## src/rtl/lpf_pkg.sv

```systemverilog
package lpf_pkg;
  localparam int unsigned DATA_W        = 32;
  localparam int unsigned NUM_CORES     = 2;
  localparam int unsigned FLAG_LSB      = 8;
  localparam int unsigned FLAGS_PER_CORE = 3;
  localparam int unsigned DS_LSB        = FLAG_LSB + NUM_CORES * FLAGS_PER_CORE;
  localparam int unsigned CLR_LSB       = 0;
  // Offsets of each flag inside one core's group
  localparam int unsigned OFS_STBY   = 0;
  localparam int unsigned OFS_STOP2  = 1;
  localparam int unsigned OFS_STOP01 = 2;

  typedef struct packed {
    logic stop01;
    logic stop2;
    logic stby;
  } core_flags_t;
endpackage

```

## src/rtl/lpf_sticky_bit.sv

```systemverilog
module lpf_sticky_bit #(
  parameter bit CLR_EN = 1'b1
) (
  input  logic clk,
  input  logic rst_n,
  input  logic set_i,
  input  logic clr_i,
  output logic q_o
);
  logic clr_eff;

  generate
    if (CLR_EN) begin : g_clr
      assign clr_eff = clr_i;
    end else begin : g_noclr
      assign clr_eff = 1'b0;
    end
  endgenerate

  // set has priority over clear
  always_ff @(posedge clk or negedge rst_n) begin
    if (!rst_n)       q_o <= 1'b0;
    else if (set_i)   q_o <= 1'b1;
    else if (clr_eff) q_o <= 1'b0;
  end
endmodule

```

## src/rtl/lpf_core_bank.sv

```systemverilog
module lpf_core_bank
  import lpf_pkg::*;
(
  input  logic        clk,
  input  logic        por_n,
  input  logic        sys_dom_n,
  input  logic        ev_stop01,
  input  logic        ev_stop2,
  input  logic        ev_stby,
  input  logic        clr_strobe,
  output core_flags_t flags_o
);
  logic q_stop01, q_stop2, q_stby;

  // Stop 0/1: system domain, cleared by strobe
  lpf_sticky_bit #(.CLR_EN(1'b1)) u_stop01 (
    .clk(clk), .rst_n(sys_dom_n), .set_i(ev_stop01), .clr_i(clr_strobe), .q_o(q_stop01));

  // Stop 2: system domain, strobe has no effect
  lpf_sticky_bit #(.CLR_EN(1'b0)) u_stop2 (
    .clk(clk), .rst_n(sys_dom_n), .set_i(ev_stop2), .clr_i(clr_strobe), .q_o(q_stop2));

  // Standby: power-on domain only, cleared by strobe
  lpf_sticky_bit #(.CLR_EN(1'b1)) u_stby (
    .clk(clk), .rst_n(por_n), .set_i(ev_stby), .clr_i(clr_strobe), .q_o(q_stby));

  always_comb begin
    flags_o.stop01 = q_stop01;
    flags_o.stop2  = q_stop2;
    flags_o.stby   = q_stby;
  end
endmodule

```

## src/rtl/lpf_word_pack.sv

```systemverilog
module lpf_word_pack
  import lpf_pkg::*;
#(
  parameter int unsigned N_CORES = NUM_CORES,
  parameter logic [N_CORES-1:0] HOLD_MASK = 2'b10
) (
  input  core_flags_t [N_CORES-1:0] flags_i,
  input  logic [N_CORES-1:0]        deep_sleep,
  input  logic                      boot_hold,
  output logic [DATA_W-1:0]         word_o
);
  always_comb begin
    word_o = '0;
    for (int k = 0; k < int'(N_CORES); k++) begin
      word_o[FLAG_LSB + k*FLAGS_PER_CORE + OFS_STBY]   = flags_i[k].stby;
      word_o[FLAG_LSB + k*FLAGS_PER_CORE + OFS_STOP2]  = flags_i[k].stop2;
      word_o[FLAG_LSB + k*FLAGS_PER_CORE + OFS_STOP01] = flags_i[k].stop01;
      word_o[DS_LSB + k] = deep_sleep[k] | (HOLD_MASK[k] & boot_hold);
    end
  end
endmodule

```

## src/rtl/lpf_status_reg.sv

```systemverilog
module lpf_status_reg
  import lpf_pkg::*;
(
  input  logic                 clk,
  input  logic                 por_n,
  input  logic                 sys_rst_n,
  input  logic [NUM_CORES-1:0] ev_stop01,
  input  logic [NUM_CORES-1:0] ev_stop2,
  input  logic [NUM_CORES-1:0] ev_stby,
  input  logic [NUM_CORES-1:0] deep_sleep,
  input  logic                 boot_hold,
  input  logic                 wr_en,
  input  logic [DATA_W-1:0]    wr_data,
  output logic [DATA_W-1:0]    rd_data
);
  logic sys_dom_n;
  logic [NUM_CORES-1:0] clr_strobe;
  core_flags_t [NUM_CORES-1:0] flags;

  // power-on reset also resets the system domain
  assign sys_dom_n  = por_n & sys_rst_n;
  assign clr_strobe = wr_en ? wr_data[CLR_LSB +: NUM_CORES] : '0;

  generate
    for (genvar k = 0; k < NUM_CORES; k++) begin : g_core
      lpf_core_bank u_bank (
        .clk(clk), .por_n(por_n), .sys_dom_n(sys_dom_n),
        .ev_stop01(ev_stop01[k]), .ev_stop2(ev_stop2[k]), .ev_stby(ev_stby[k]),
        .clr_strobe(clr_strobe[k]), .flags_o(flags[k]));
    end
  endgenerate

  lpf_word_pack #(.N_CORES(NUM_CORES), .HOLD_MASK(2'b10)) u_pack (
    .flags_i(flags), .deep_sleep(deep_sleep), .boot_hold(boot_hold), .word_o(rd_data));
endmodule

```

## config.mk

```make
export PLATFORM = sky130hd
export DESIGN_NAME = lpf_status_reg
export DESIGN_NICKNAME = d
export VERILOG_FILES = /design/src/rtl/lpf_pkg.sv /design/src/rtl/lpf_sticky_bit.sv /design/src/rtl/lpf_core_bank.sv /design/src/rtl/lpf_word_pack.sv /design/src/rtl/lpf_status_reg.sv
export SDC_FILE = /design/constraint.sdc
export NUM_CORES = 1
export LEC_CHECK = 0
export ABC_AREA = 1
export BUFFER_PORTS_ARGS = -buffer_cell sky130_fd_sc_hd__buf_4
export CAP_MARGIN = 20
export CORE_MARGIN = 8
export CORE_UTILIZATION = 27
export DETAILED_ROUTE_END_ITERATION = 7
export GPL_TIMING_DRIVEN = 0
export PLACE_DENSITY = 0.83
export SYNTH_ARGS = -nofsm -noshare
export SYNTH_HDL_FRONTEND = slang
export SYNTH_SLANG_ARGS = --single-unit
```

## constraint.sdc

```tcl
create_clock -name clk -period 1 [get_ports clk]
set_input_delay 0.2 -clock clk [delete_from_list [all_inputs] [get_ports clk]]
set_output_delay 0.2 -clock clk [all_outputs]
set_load 0.1 [all_outputs]
```

==> results of run 1 <==
## cells in the mapped netlist
| cell | instances |
|---|---|
| inv_1 | 5 |
| or2_1 | 3 |
| buf_4 | 31 |
| nand2_1 | 11 |
| conb_1 | 1 |
| dfrtp_1 | 6 |
## logic make-up (layout without fill, tap and decap cells)
kind of cell           count (synthesis)  count (layout)  synth area share (%)
buffers and inverters                 36              57                  54.0
other                                  1              24                 0.806
and+or+nand+nor                       14              14                  12.9
DFF                                    6               6                  32.3
## worst paths after layout
kind,end,cells past startpoint
worst max-delay path,rd_data[11],1
max in group asynchronous,g_core[1].u_bank.u_stop2.q_o$_DFFE_PN0P_,4
worst max register to register,g_core[1].u_bank.u_stop2.q_o$_DFFE_PN0P_,1
worst min-delay path,g_core[1].u_bank.u_stop01.q_o$_DFFE_PN0P_,3
min in group asynchronous,g_core[0].u_bank.u_stby.q_o$_DFFE_PN0P_,2
worst min register to register,g_core[0].u_bank.u_stop2.q_o$_DFFE_PN0P_,1
## cell type report
class / instances / area, um^2 / share of cell area, %
clock buffers: 3 / 22.5 / 2.76
repair buffers: 24 / 264 / 32.4
flip-flops and latches: 6 / 150 / 18.4
plain buffers: 25 / 188 / 23.0
multi-input cells: 38 / 150 / 18.4
well taps: 17 / 21.3 / 2.61
inverters: 5 / 18.8 / 2.30
## sequential cells by signal (all words and copies together) (netlist names)
name / count
g_core.u_bank.u_stby.q_o: 2
g_core.u_bank.u_stop01.q_o: 2
g_core.u_bank.u_stop2.q_o: 2
## report_power, final
part	internal [uW]	total [uW]	switching, uW
combinational	162	714	552
sequential	254	266	11.9
clock	136	222	86.3
total	552	1200	650
## metrics by stage
stage / setup TNS, ns / cell area, um^2
final: -0.148 / 815
after CTS: -0.189 / 815
after floorplan: 0 / 552
after global routing: -0.274 / 815
after detailed placement: -0.0217 / 731
after global placement: -0.0144 / 731
## routing by layer
layer | vias up | wire length [um] | track usage [%]
met1 | 164 | 378 | 5.36
met4 | 0 | 6 | 4.29
met3 | 2 | 106 | 3.59
met5 | - | 0 | 0
met2 | 23 | 752 | 14.5
li1 | 198 | - | -
## what timing repair did
item                                   CTS  global route
endpoints found under the hold margin    6             0
hold buffers                             2             0
gates cloned                             0             0
resized for setup                       19             0
buffers inserted                         1             0
setup endpoints to repair                7             6
==> results.toml, run 1 <==
[status]
status = "finished with violations"
violations = "negative setup slack"

[synthesis]
ys_ff_latch = 6
yosysWarnings = 0
synth_cells = 57
ys_seq_area_share_pct = 32.3
yosys.cell_types.count = 6
netlist.area_leader.share_pct = 50.0
synth_area_leaders = "buf_4 (50%), dfrtp_1 (32%), nand2_1 (8.9%)"
postSynthAreaPerCell_um2 = 8.17
syn_area_um2 = 465
yosysTopAreaCell = "buf_4"

[global_routing]
antenna_found_initial = 0
grt_pass1_vias = 441
overflow = 0
grt_usage_pct = 7.31
grt_max_degree = 5
grt_first_pass_wirelength_um = 1820

[sta]
rsz0062_at_grt = "true"
fin_crit_ns = 1.04
setup_viol = 6
fmax_mhz = 959
hold_slack_ns = 0.139
fin_ws_ns = -0.0425
fin_worst_skew_ns = 0
slew_viol_final = 0
timing.final.hold_violations = 0
fin_crit_sh_pct = 104

[routing]
wl_per_cell_um = 10.5
ant_nets = 0
drtIter0Drc = 3
via_per_inst = 3.28
wl_um = 1240
drcViolationCount = 0
dr.pass1.iters = 4
vias = 387

[finish]
utilization_pct = 48.8
fin_cells = 118
antennaDiodeCount = 0
area_delta_synth_final_pct = 75.0
final_common_cell = "buf_4"
nFillCells = 168
drive_gt1_share_pct = 50.5
final_cell_mix = "buf_4 (40), conb_1 (24), nand2_1 (11)"
nets = 148

[worst_setup_path]
critPathBufInv = 1
critPathSlowestCell = "dfrtp_1"
cp_cell_sequence = "buf_12"
worstSetupStartpoint = "g_core[1].u_bank.u_stby.q_o$_DFFE_PN0P_"
end_kind = "primary output"
crit_required_ns = 0.80
crit_arrival_ns = 0.84
worstSetupPathType = "register to primary output"
crit_path_start_kind = "register"
rrSetupSlack_ns = 0.24
cp_max_fo = 2
cpLargestDelayFamily = "flip-flops"
timing.rr.start = "g_core[1].u_bank.u_stop2.q_o$_DFFE_PN0P_"
max_stage_delay_ns = 0.41

[placement]
portBuffers = 21
placed_cells = 118
routabilityCongestion = 0.612
dpl_worst_slack_ns = -0.0217

[floorplanning]
start_util_pct = 27.9
die_y_um = 57.5
die_area_um2 = 3310
core_area_um2 = 1670
ios = 77
row_count = 15
fp.dieW_um = 57.5

[power]
power.density_nw_per_um2 = 1480
p_total_uw = 1200
p_leak_uw = 0.000503
ir_worst_vdd_mv = 0.699

[cts]
cts_max_path_buffers = 2
clock_sinks = 6
numCtsBuffers = 3
cts-root-buf = "clkbuf_4"
htreeDepth = 1
clk_pin_slew_ns = 0.05
cts_tree = "done"
clkLatencyLatePin_ns = 0.24

[hold_path]
hold_path.class = "primary input to register"
hp-start = "ev_stop01[1]"

[flow_run]
maxCapViolations = 0
Note: power is estimated with default switching activity, not from simulation.
==> run 2: changes to the inputs <==
- ABC_AREA: 1 -> 0
- CORE_UTILIZATION: 27 -> 26
- PLACE_DENSITY: 0.83 -> 0.81
==> run 2 against run 1 <==
The run still ends with negative setup slack left. Sequential power about the same. Sequential cell count unchanged. Fmax up 1.0%. Sequential share of layout area up 0.38 points. Largest power group unchanged.
==> results.toml, run 2 <==
[status]
status = "finished with violations"
violations = "negative setup slack"

[routing]
vias = 350
wl_um = 1160
drcViolationCount = 0
wl_per_cell_um = 10.7
dr.pass1.iters = 2
via_per_inst = 3.21
drtIter0Drc = 1
ant_nets = 0

[sta]
fin_crit_ns = 1.03
tns_ns = -0.133
fin_crit_sh_pct = 103
rsz0062_at_grt = "true"
fin_worst_skew_ns = 0
fin_ws_ns = -0.0318
timing.final.hold_violations = 0
slew_viol_final = 0
setup_viol = 6
fmax_mhz = 969
hold_slack_ns = 0.134

[power]
combPwrFrac_pct = 59.2
pwr-share-seq_pct = 22.3
switching_power_uw = 640
power.share.clock_pct = 18.5
switching_share_pct = 53.6
power.internal_uw = 553
p_leak_uw = 0.000464
ir_worst_vdd_mv = 0.565
power.density_nw_per_um2 = 1500

[finish]
final_cell_mix = "buf_4 (40), conb_1 (24), dfrtp_1 (6), buf_12 (6), a21o_1 (4)"
drive_gt1_share_pct = 55.4
final_common_cell = "buf_4"
area_delta_synth_final_pct = 77.7
nFillCells = 172
utilization_pct = 47.8
nets = 139
antennaDiodeCount = 0
layout_top_registers = "g_core.u_bank.u_stby.q_o (2), g_core.u_bank.u_stop01.q_o (2), g_core.u_bank.u_stop2.q_o (2)"
final_area_um2 = 798

[cts]
cts-root-buf = "clkbuf_4"
clk_pin_slew_ns = 0.05
clock_sinks = 6
clkLatencyLatePin_ns = 0.24
cts_max_path_buffers = 2
cts_tree = "done"
htreeDepth = 1
numCtsBuffers = 3

[hold_path]
holdPathStages = 2
hold_path.class = "primary input to register"
hp-start = "ev_stop01[0]"
hold_end = "g_core[0].u_bank.u_stop01.q_o$_DFFE_PN0P_"

[flow_run]
maxCapViolations = 0

[placement]
dpl_cell_area_um2 = 714
dpl.hpwl_um = 1050
routabilityCongestion = 0.693
portBuffers = 21
dpl_worst_slack_ns = -0.0278

[global_routing]
antenna_found_initial = 0
grt_max_degree = 5
grt_pass1_vias = 356
overflow = 0
grt_usage_pct = 7.07
grt_first_pass_wirelength_um = 1790

[worst_setup_path]
end_kind = "primary output"
crit_arrival_ns = 0.83
cpLargestDelayFamily = "flip-flops"
critPathSlowestCell = "dfrtp_1"
max_stage_delay_ns = 0.41
timing.rr.end = "g_core[1].u_bank.u_stop01.q_o$_DFFE_PN0P_"
crit_required_ns = 0.80
rrSetupSlack_ns = 0.21
crit_path_start_kind = "register"
cp_max_fo = 2
worstSetupPathType = "register to primary output"
r2r_cells = 2
critPathBufInv = 1
cp_cell_sequence = "buf_12"
timing.rr.start = "g_core[1].u_bank.u_stop01.q_o$_DFFE_PN0P_"

[synthesis]
synth_most_common_cell = "buf_4"
ys_top_cells_by_count = "buf_4 (31), dfrtp_1 (6), a21o_1 (4), or2_1 (3), nand2_1 (2)"
yosysTopAreaCell = "buf_4"
ys_ff_latch = 6
synth_ff_type = "dfrtp_1"
yosysWarnings = 0
synth_area_leaders = "buf_4 (52%), dfrtp_1 (33%), a21o_1 (6.7%)"
yosys.cell_types.count = 7
postSynthAreaPerCell_um2 = 9.36
syn_area_um2 = 449
netlist.area_leader.share_pct = 51.8
synth-edff-count = 0
synth_cells = 48
ys_seq_area_share_pct = 33.4
synth_async_sr_flop_share_pct = 100

[floorplanning]
ios = 77
fp.dieW_um = 57.6
row_count = 15
die_y_um = 57.6
core_area_um2 = 1670
die_area_um2 = 3310
start_util_pct = 26.9
run 2: changes by cell type after synthesis:
cell / previous run / this run
nand2_1: 11 / 2
inv_1: 5 / 0
a21o_1: 0 / 4
and2_1: 0 / 1
run 2: worst max path at each step:
stage / from / endpoint / slack (ns) / depth (start not counted)
floorplan: boot_hold / rd_data[15] / 0.09 / 1
global placement: boot_hold / rd_data[15] / -0.01 / 3
detailed placement: boot_hold / rd_data[15] / -0.03 / 3
CTS: g_core[1].u_bank.u_stop2.q_o$_DFFE_PN0P_ / rd_data[12] / -0.05 / 1
global route: g_core[1].u_bank.u_stby.q_o$_DFFE_PN0P_ / rd_data[11] / -0.06 / 1
finish: g_core[1].u_bank.u_stop2.q_o$_DFFE_PN0P_ / rd_data[12] / -0.03 / 1
run 2: per-stage QoR:
step | power, uW | instances
floorplan | 873 | 71
global placement | 937 | 109
detailed placement | 941 | 109
CTS | 1200 | 108
global route | 1250 | 109
finish | 1190 | 109
run 2: power groups by stage:
stage | Clock [uW] | Combinational, uW | Sequential [uW]
3_5_place_dp | 0 | 678 | 263
3_3_place_gp | 0 | 674 | 263
4_1_cts | 239 | 698 | 266
6_report | 221 | 707 | 266
2_1_floorplan | 0 | 611 | 262
5_1_grt | 256 | 726 | 266
run 2: what timing repair did:
action                                  in CTS  in global routing
hold buffers                                 2                  0
resized for setup                           19                  0
hold endpoints to repair                     6                  0
setup buffers                                0                  1
endpoints found under the setup margin       7                  6
run 2: cell type report:
class / instances / area (um^2) / share of cell area, %
well taps: 17 / 21.3 / 2.66
clock buffers: 3 / 22.5 / 2.82
plain buffers: 25 / 188 / 23.5
repair buffers: 24 / 264 / 33.1
multi-input cells: 34 / 153 / 19.1
flip-flops and latches: 6 / 150 / 18.8
run 2: metal layers:
layer  up-vias  track usage (%)  share of wire [%]
met5         -                0                  0
met4         0             2.14                  0
met3         0             7.40                 17
met2        23             12.7                 54
met1       147             4.70                 29
li1        180                -                  -
run 2: cells by family after synthesis:
| logic type | share of synthesized area [%] |
|---|---|
| buffers and inverters | 51.8 |
| DFF | 33.4 |
| and+or+nand+nor | 7.24 |
| AOI/OAI and AO/OA | 6.69 |
| other | 0.835 |
